==> src/rtl/das_pkg.sv <==
package das_pkg;
    localparam int ADDR_W = 36;
    localparam int POS_W  = 6;
    localparam int SPAN   = 2 ** POS_W;
    localparam int CFG_W  = 2 * POS_W;

    typedef logic [POS_W-1:0] pos_t;

    typedef enum logic [2:0] {
        TBL_ROW  = 3'd0,
        TBL_COL  = 3'd1,
        TBL_GEOM = 3'd2,
        TBL_BANK = 3'd3,
        TBL_SWZ  = 3'd4,
        TBL_SWAP = 3'd5,
        TBL_CTRL = 3'd6,
        TBL_NONE = 3'd7
    } tbl_e;

    typedef struct packed {
        logic       ambig;
        logic [3:0] ncols;
        logic [4:0] nrows;
    } geom_t;

    typedef struct packed {
        pos_t second;
        pos_t first;
    } pair_t;

    // Positions beyond the input address read as zero.
    function automatic logic pick(input logic [ADDR_W-1:0] a, input pos_t p);
        logic [SPAN-1:0] w;
        w = SPAN'(a);
        return w[p];
    endfunction
endpackage

==> src/rtl/das_map_regs.sv <==
module das_map_regs
    import das_pkg::*;
#(
    parameter int NMODES    = 4,
    parameter int ROW_MAX   = 16,
    parameter int COL_SLOTS = 15,
    parameter int BANK_BITS = 3,
    parameter int NSWAP     = 2,
    parameter int MODE_W    = 2,
    parameter int IDX_W     = 5
) (
    input  logic              clk,
    input  logic              rst,
    input  logic              cfg_we,
    input  logic [2:0]        cfg_tbl,
    input  logic [MODE_W-1:0] cfg_mode,
    input  logic [IDX_W-1:0]  cfg_idx,
    input  logic [CFG_W-1:0]  cfg_data,
    output pos_t              row_map  [NMODES][ROW_MAX],
    output pos_t              col_map  [NMODES][COL_SLOTS],
    output geom_t             geom     [NMODES],
    output pos_t              bank_map [BANK_BITS],
    output pair_t             swz      [BANK_BITS],
    output pair_t             swap     [NSWAP],
    output logic              swz_en,
    output logic              csi_en
);
    tbl_e tsel;
    assign tsel = tbl_e'(cfg_tbl);

    always_ff @(posedge clk) begin
        if (rst) begin
            for (int m = 0; m < NMODES; m++) begin
                geom[m] <= '0;
                for (int k = 0; k < ROW_MAX; k++)   row_map[m][k] <= '0;
                for (int k = 0; k < COL_SLOTS; k++) col_map[m][k] <= '0;
            end
            for (int k = 0; k < BANK_BITS; k++) begin
                bank_map[k] <= '0;
                swz[k]      <= '0;
            end
            for (int k = 0; k < NSWAP; k++) swap[k] <= '0;
            swz_en <= 1'b0;
            csi_en <= 1'b0;
        end else if (cfg_we) begin
            for (int m = 0; m < NMODES; m++) begin
                if (cfg_mode == MODE_W'(m)) begin
                    if (tsel == TBL_GEOM) geom[m] <= geom_t'(cfg_data[9:0]);
                    for (int k = 0; k < ROW_MAX; k++)
                        if (tsel == TBL_ROW && cfg_idx == IDX_W'(k))
                            row_map[m][k] <= cfg_data[POS_W-1:0];
                    for (int k = 0; k < COL_SLOTS; k++)
                        if (tsel == TBL_COL && cfg_idx == IDX_W'(k))
                            col_map[m][k] <= cfg_data[POS_W-1:0];
                end
            end
            for (int k = 0; k < BANK_BITS; k++) begin
                if (tsel == TBL_BANK && cfg_idx == IDX_W'(k))
                    bank_map[k] <= cfg_data[POS_W-1:0];
                if (tsel == TBL_SWZ && cfg_idx == IDX_W'(k))
                    swz[k] <= pair_t'(cfg_data);
            end
            for (int k = 0; k < NSWAP; k++)
                if (tsel == TBL_SWAP && cfg_idx == IDX_W'(k))
                    swap[k] <= pair_t'(cfg_data);
            if (tsel == TBL_CTRL) begin
                swz_en <= cfg_data[0];
                csi_en <= cfg_data[1];
            end
        end
    end
endmodule

==> src/rtl/das_field_extract.sv <==
module das_field_extract
    import das_pkg::*;
#(
    parameter int ROW_MAX   = 16,
    parameter int COL_MAX   = 14,
    parameter int COL_SLOTS = 15,
    parameter int BANK_BITS = 3,
    parameter int NSWAP     = 2,
    parameter int COL_SKIP  = 10
) (
    input  logic [ADDR_W-1:0]    addr,
    input  pos_t                 row_map  [ROW_MAX],
    input  pos_t                 col_map  [COL_SLOTS],
    input  geom_t                geom,
    input  pos_t                 bank_map [BANK_BITS],
    input  pair_t                swz      [BANK_BITS],
    input  pair_t                swap     [NSWAP],
    input  logic                 swz_en,
    input  logic                 csi_en,
    output logic [ROW_MAX-1:0]   row,
    output logic [COL_MAX-1:0]   col,
    output logic [BANK_BITS-1:0] bank
);
    int n_row;
    int n_col;

    always_comb begin
        n_row = (int'(geom.nrows) > ROW_MAX) ? ROW_MAX : int'(geom.nrows);
        n_col = (int'(geom.ncols) > COL_MAX) ? COL_MAX : int'(geom.ncols);
        if (geom.ambig && n_col > 0) n_col = n_col - 1;
    end

    for (genvar k = 0; k < ROW_MAX; k++) begin : g_row
        pos_t src;
        always_comb begin
            src = row_map[k];
            // Walk downward so the lowest matching pair is applied last.
            if (csi_en) begin
                for (int i = NSWAP - 1; i >= 0; i--) begin
                    if (row_map[k] == swap[i].first)       src = swap[i].second;
                    else if (row_map[k] == swap[i].second) src = swap[i].first;
                end
            end
        end
        assign row[k] = (k < n_row) && pick(addr, src);
    end

    for (genvar k = 0; k < COL_MAX; k++) begin : g_col
        localparam int SLOT = (k >= COL_SKIP) ? k + 1 : k;
        assign col[k] = (k < n_col) && pick(addr, col_map[SLOT]);
    end

    for (genvar k = 0; k < BANK_BITS; k++) begin : g_bank
        assign bank[k] = pick(addr, bank_map[k]) ^
                         (swz_en & (pick(addr, swz[k].first) ^ pick(addr, swz[k].second)));
    end
endmodule

==> src/rtl/dram_addr_split.sv <==
module dram_addr_split
    import das_pkg::*;
#(
    parameter int NMODES      = 4,
    parameter int ROW_MAX     = 16,
    parameter int COL_MAX     = 14,
    parameter int BANK_BITS   = 3,
    parameter int NSWAP       = 2,
    parameter int COL_SKIP    = 10,
    parameter int RANK_W      = 4,
    parameter int VER_W       = 4,
    parameter int OFF_VERSION = 1,
    localparam int MODE_W     = (NMODES > 1) ? $clog2(NMODES) : 1,
    localparam int COL_SLOTS  = COL_MAX + 1,
    localparam int IDX_LIM    = (ROW_MAX > COL_SLOTS) ? ROW_MAX : COL_SLOTS,
    localparam int IDX_W      = $clog2(IDX_LIM + 1),
    localparam int WORD_W     = 1 + VER_W + RANK_W + ROW_MAX + BANK_BITS + COL_MAX
) (
    input  logic              clk,
    input  logic              rst,
    input  logic              cfg_we,
    input  logic [2:0]        cfg_tbl,
    input  logic [MODE_W-1:0] cfg_mode,
    input  logic [IDX_W-1:0]  cfg_idx,
    input  logic [CFG_W-1:0]  cfg_data,
    input  logic              req_valid,
    input  logic [ADDR_W-1:0] req_addr,
    input  logic [MODE_W-1:0] req_mode,
    input  logic [RANK_W-1:0] req_rank,
    output logic              out_valid,
    output logic [WORD_W-1:0] out_word
);
    pos_t  row_map  [NMODES][ROW_MAX];
    pos_t  col_map  [NMODES][COL_SLOTS];
    geom_t geom     [NMODES];
    pos_t  bank_map [BANK_BITS];
    pair_t swz      [BANK_BITS];
    pair_t swap     [NSWAP];
    logic  swz_en;
    logic  csi_en;

    das_map_regs #(
        .NMODES(NMODES), .ROW_MAX(ROW_MAX), .COL_SLOTS(COL_SLOTS),
        .BANK_BITS(BANK_BITS), .NSWAP(NSWAP), .MODE_W(MODE_W), .IDX_W(IDX_W)
    ) u_regs (
        .clk(clk), .rst(rst), .cfg_we(cfg_we), .cfg_tbl(cfg_tbl),
        .cfg_mode(cfg_mode), .cfg_idx(cfg_idx), .cfg_data(cfg_data),
        .row_map(row_map), .col_map(col_map), .geom(geom),
        .bank_map(bank_map), .swz(swz), .swap(swap),
        .swz_en(swz_en), .csi_en(csi_en)
    );

    // Select the tables of the requested mode.
    pos_t  sel_row  [ROW_MAX];
    pos_t  sel_col  [COL_SLOTS];
    geom_t sel_geom;

    always_comb begin
        for (int k = 0; k < ROW_MAX; k++)   sel_row[k] = row_map[req_mode][k];
        for (int k = 0; k < COL_SLOTS; k++) sel_col[k] = col_map[req_mode][k];
        sel_geom = geom[req_mode];
    end

    logic [ROW_MAX-1:0]   f_row;
    logic [COL_MAX-1:0]   f_col;
    logic [BANK_BITS-1:0] f_bank;

    das_field_extract #(
        .ROW_MAX(ROW_MAX), .COL_MAX(COL_MAX), .COL_SLOTS(COL_SLOTS),
        .BANK_BITS(BANK_BITS), .NSWAP(NSWAP), .COL_SKIP(COL_SKIP)
    ) u_extract (
        .addr(req_addr), .row_map(sel_row), .col_map(sel_col), .geom(sel_geom),
        .bank_map(bank_map), .swz(swz), .swap(swap),
        .swz_en(swz_en), .csi_en(csi_en),
        .row(f_row), .col(f_col), .bank(f_bank)
    );

    always_ff @(posedge clk) begin
        if (rst) begin
            out_valid <= 1'b0;
            out_word  <= '0;
        end else begin
            out_valid <= req_valid;
            if (req_valid)
                out_word <= {1'b1, VER_W'(OFF_VERSION), req_rank, f_row, f_bank, f_col};
        end
    end
endmodule

==> config.mk <==
export PLATFORM = sky130hd
export DESIGN_NAME = dram_addr_split
export DESIGN_NICKNAME = d
export VERILOG_FILES = /design/src/rtl/das_pkg.sv /design/src/rtl/das_map_regs.sv /design/src/rtl/das_field_extract.sv /design/src/rtl/dram_addr_split.sv
export SDC_FILE = /design/constraint.sdc
export NUM_CORES = 2
export LEC_CHECK = 0
export ABC_CLOCK_PERIOD_IN_PS = 6950
export BUFFER_PORTS_ARGS = -buffer_cell sky130_fd_sc_hd__buf_2
export CAP_MARGIN = 30
export CELL_PAD_IN_SITES_DETAIL_PLACEMENT = 1
export CELL_PAD_IN_SITES_GLOBAL_PLACEMENT = 1
export CORE_ASPECT_RATIO = 1.1
export CORE_MARGIN = 2
export CORE_UTILIZATION = 52
export DETAILED_ROUTE_END_ITERATION = 12
export PLACE_DENSITY = 0.86
export SLEW_MARGIN = 20
export SYNTH_ARGS = -nofsm -noshare
export SYNTH_HDL_FRONTEND = slang
export SYNTH_HIERARCHICAL = 1
export SYNTH_SLANG_ARGS = --single-unit
==> constraint.sdc <==
create_clock -name clk -period 6.95 [get_ports clk]
set_input_delay 1.39 -clock clk [delete_from_list [all_inputs] [get_ports clk]]
set_output_delay 1.39 -clock clk [all_outputs]
set_load 0.02 [all_outputs]
==> flow_summary.yaml <==
floorplan:
  die_width_um: 339
  start_util_pct: 52.3
  placementRows: 135
  fp.dieH_um: 373
  die-area_mm2: 0.126
  coreArea_mm2: 0.123
  io_pins: 111
global_routing:
  antenna_found_initial: 29
  grt_max_degree: 299
  grt_overflow: 0
  grt_usage_pct: 41.3
  grt_pass1_vias: 59652
  grt_pass1_wl_mm: 393
timing:
  holdWs_ns: 0.477
  relSlewSlack_pct: 24.5
  fin_crit_sh_pct: 82.9
  timing.final.ws_setup_ns: 1.19
  fin_crit_ns: 5.76
  slew_viol_final: 0
  final.setup_skew_ns: 0.0453
  setup_violations: 0
  tightest_slew_ns: 1.13
  clock.fmax_ghz: 0.174
  fin_setup_tns_ns: 0
  hold_viol_final: 0
  rsz0062_at_grt: "false"
placed_design:
  place_ws_ns: 0.842
  gp_congestion: 0.964
  port_buffers: 107
  placed_area_mm2: 0.0644
  hpwl_mm: 160
critical_path:
  cpLargestDelayFamily: "compound AO/OA/AOI/OAI gates"
  cp-end-kind: "register"
  cp_slowest_cell: "a211oi_4"
  cp.arrival_ns: 6.39
  cp-start-kind: "input port"
  crit_path_max_fanout: 37
  rrSetupSlack_ns: 1.84
  required_ns: 7.58
  critPathMaxStageDelay_ns: 0.73
  crit_buf_inv: 2
  crit_chain: "buf_8 -> buf_4 -> mux4_2 -> xor2_1 -> nor3_2 -> nand3_1 -> and3_1 -> a211oi_4 -> mux4_1 -> a22oi_1 -> a211o_1 -> a31oi_1 -> mux2i_1 -> nor2_1"
  crit_type: "in -> reg"
finish:
  syn_to_final_growth_pct: 5.63
  mostFrequentLayoutCell: "mux2i_1"
  seqCellArea_mm2: 0.0176
  num-nets-final: 5971
  multi_input_area_mm2: 0.0426
  stdcell_area_mm2: 0.0678
  layout-drive-gt1-share_pct: 19.6
  final_cell_mix: "1148 x mux2i_1, 859 x dfxtp_1, 821 x nand2b_1, 445 x mux4_2, 255 x xnor2_1"
  nFillCells: 13059
clocking:
  cts.sinks: 879
  clkTransAtPathRegs_ns: 0.07
  cts_tree: "built"
  cts_root_buf: "clkbuf_16"
  clk_latency_ns: 0.78
  cts_hold_buf: 0
  h-tree-depth: 3
  cts_setup_buffers: 0
  numCtsBuffers: 93
  cts.path.max_buffers: 3
  cts_resized: 0
pwr:
  clkPwrFrac_pct: 45.9
  power_density_mw_per_mm2: 175
  ir_drop_v: 0.000184
  leakagePower_nw: 29.9
  switching_share_pct: 28.2
  switchingPower_mw: 3.35
  p_int_mw: 8.52
  pwr-share-seq_pct: 42.5
  p_comb_share_pct: 11.5
worst_hold_path:
  hold_class: "reg -> reg"
logic_synthesis:
  synth_cells: 6335
  yosysWarnings: 6
  syn_avg_cell_area_um2: 10.1
  netlist_area_mm2: 0.0642
detailed_routing:
  ant_nets: 0
  drt_iter0_drc: 7441
  vias: 56463
  wirelength_mm: 269
  vias_per_cell: 7.39
  drc: 0
  wl_per_cell_um: 35.2
  firstDrtPassIters: 9
outcome:
  status: "completed"
flow_run:
  maxCapViolCount: 0
==> power groups by stage <==
| stage | combinational [mW] | clock [mW] | sequential (mW) |
|---|---|---|---|
| floorplan | 0.819 | 0 | 5.17 |
| detailed placement | 1.24 | 0 | 5.17 |
| global route | 1.36 | 5.67 | 5.05 |
| CTS | 1.26 | 5.44 | 5.05 |
| global placement | 1.20 | 0 | 5.16 |
| finish | 1.37 | 5.46 | 5.05 |
==> flip-flops by register name (all words and copies together), names as in the netlist <==
signal / cells
u_regs/swz_en: 1
out_word: 38
u_regs/swap: 24
u_regs/csi_en: 1
u_regs/col_map: 336
u_regs/bank_map: 18
u_regs/swz: 36
u_regs/row_map: 384
out_valid: 1
u_regs/geom: 40
==> area by class of cell <==
type,instances,share of cell area (%)
sequential,879,26.0
clock buffer,124,3.84
clock inverter,46,0.865
timing repair buffer,280,3.17
multi-input combinational,4617,62.9
inverter,32,0.177
tap,1644,3.03
antenna,14,0.0516
==> through the flow <==
stage / util (%) / power [mW] / instances
final: 55.2 / 11.9 / 7636
after detailed placement: 52.4 / 6.41 / 7441
after global placement: 52.4 / 6.36 / 7438
after CTS: 55.0 / 11.8 / 7611
after floorplan: - / 5.98 / 6337
after global routing: 55.2 / 12.1 / 7629
==> tightest hold or removal path: cells and delay by family, from the launching register on <==
family | cells | cell delay, ns
DFF | 1 | 0.31
and+or+nand+nor | 1 | 0.06
muxes | 1 | 0.06
==> layer usage <==
layer / global-route usage, % / part of all wire [%] / vias to the layer above
li1: - / - / 22204
met1: 46.8 / 34 / 27790
met2: 63.2 / 44 / 4577
met3: 15.3 / 13 / 1862
met4: 32.0 / 8.9 / 30
met5: 1.33 / 0.16 / -
==> worst paths after layout <==
kind | cells after the start | endpoint | from
hold reg to reg | 2 | u_regs/row_map[136] | u_regs/row_map[136]
setup reg to reg | 12 | out_word[31] | u_regs/swap[21]
hold / removal | 2 | u_regs/row_map[136] | u_regs/row_map[136]
setup / recovery | 14 | out_word[31] | req_mode[0]
Power figures use the tool's default switching activity.
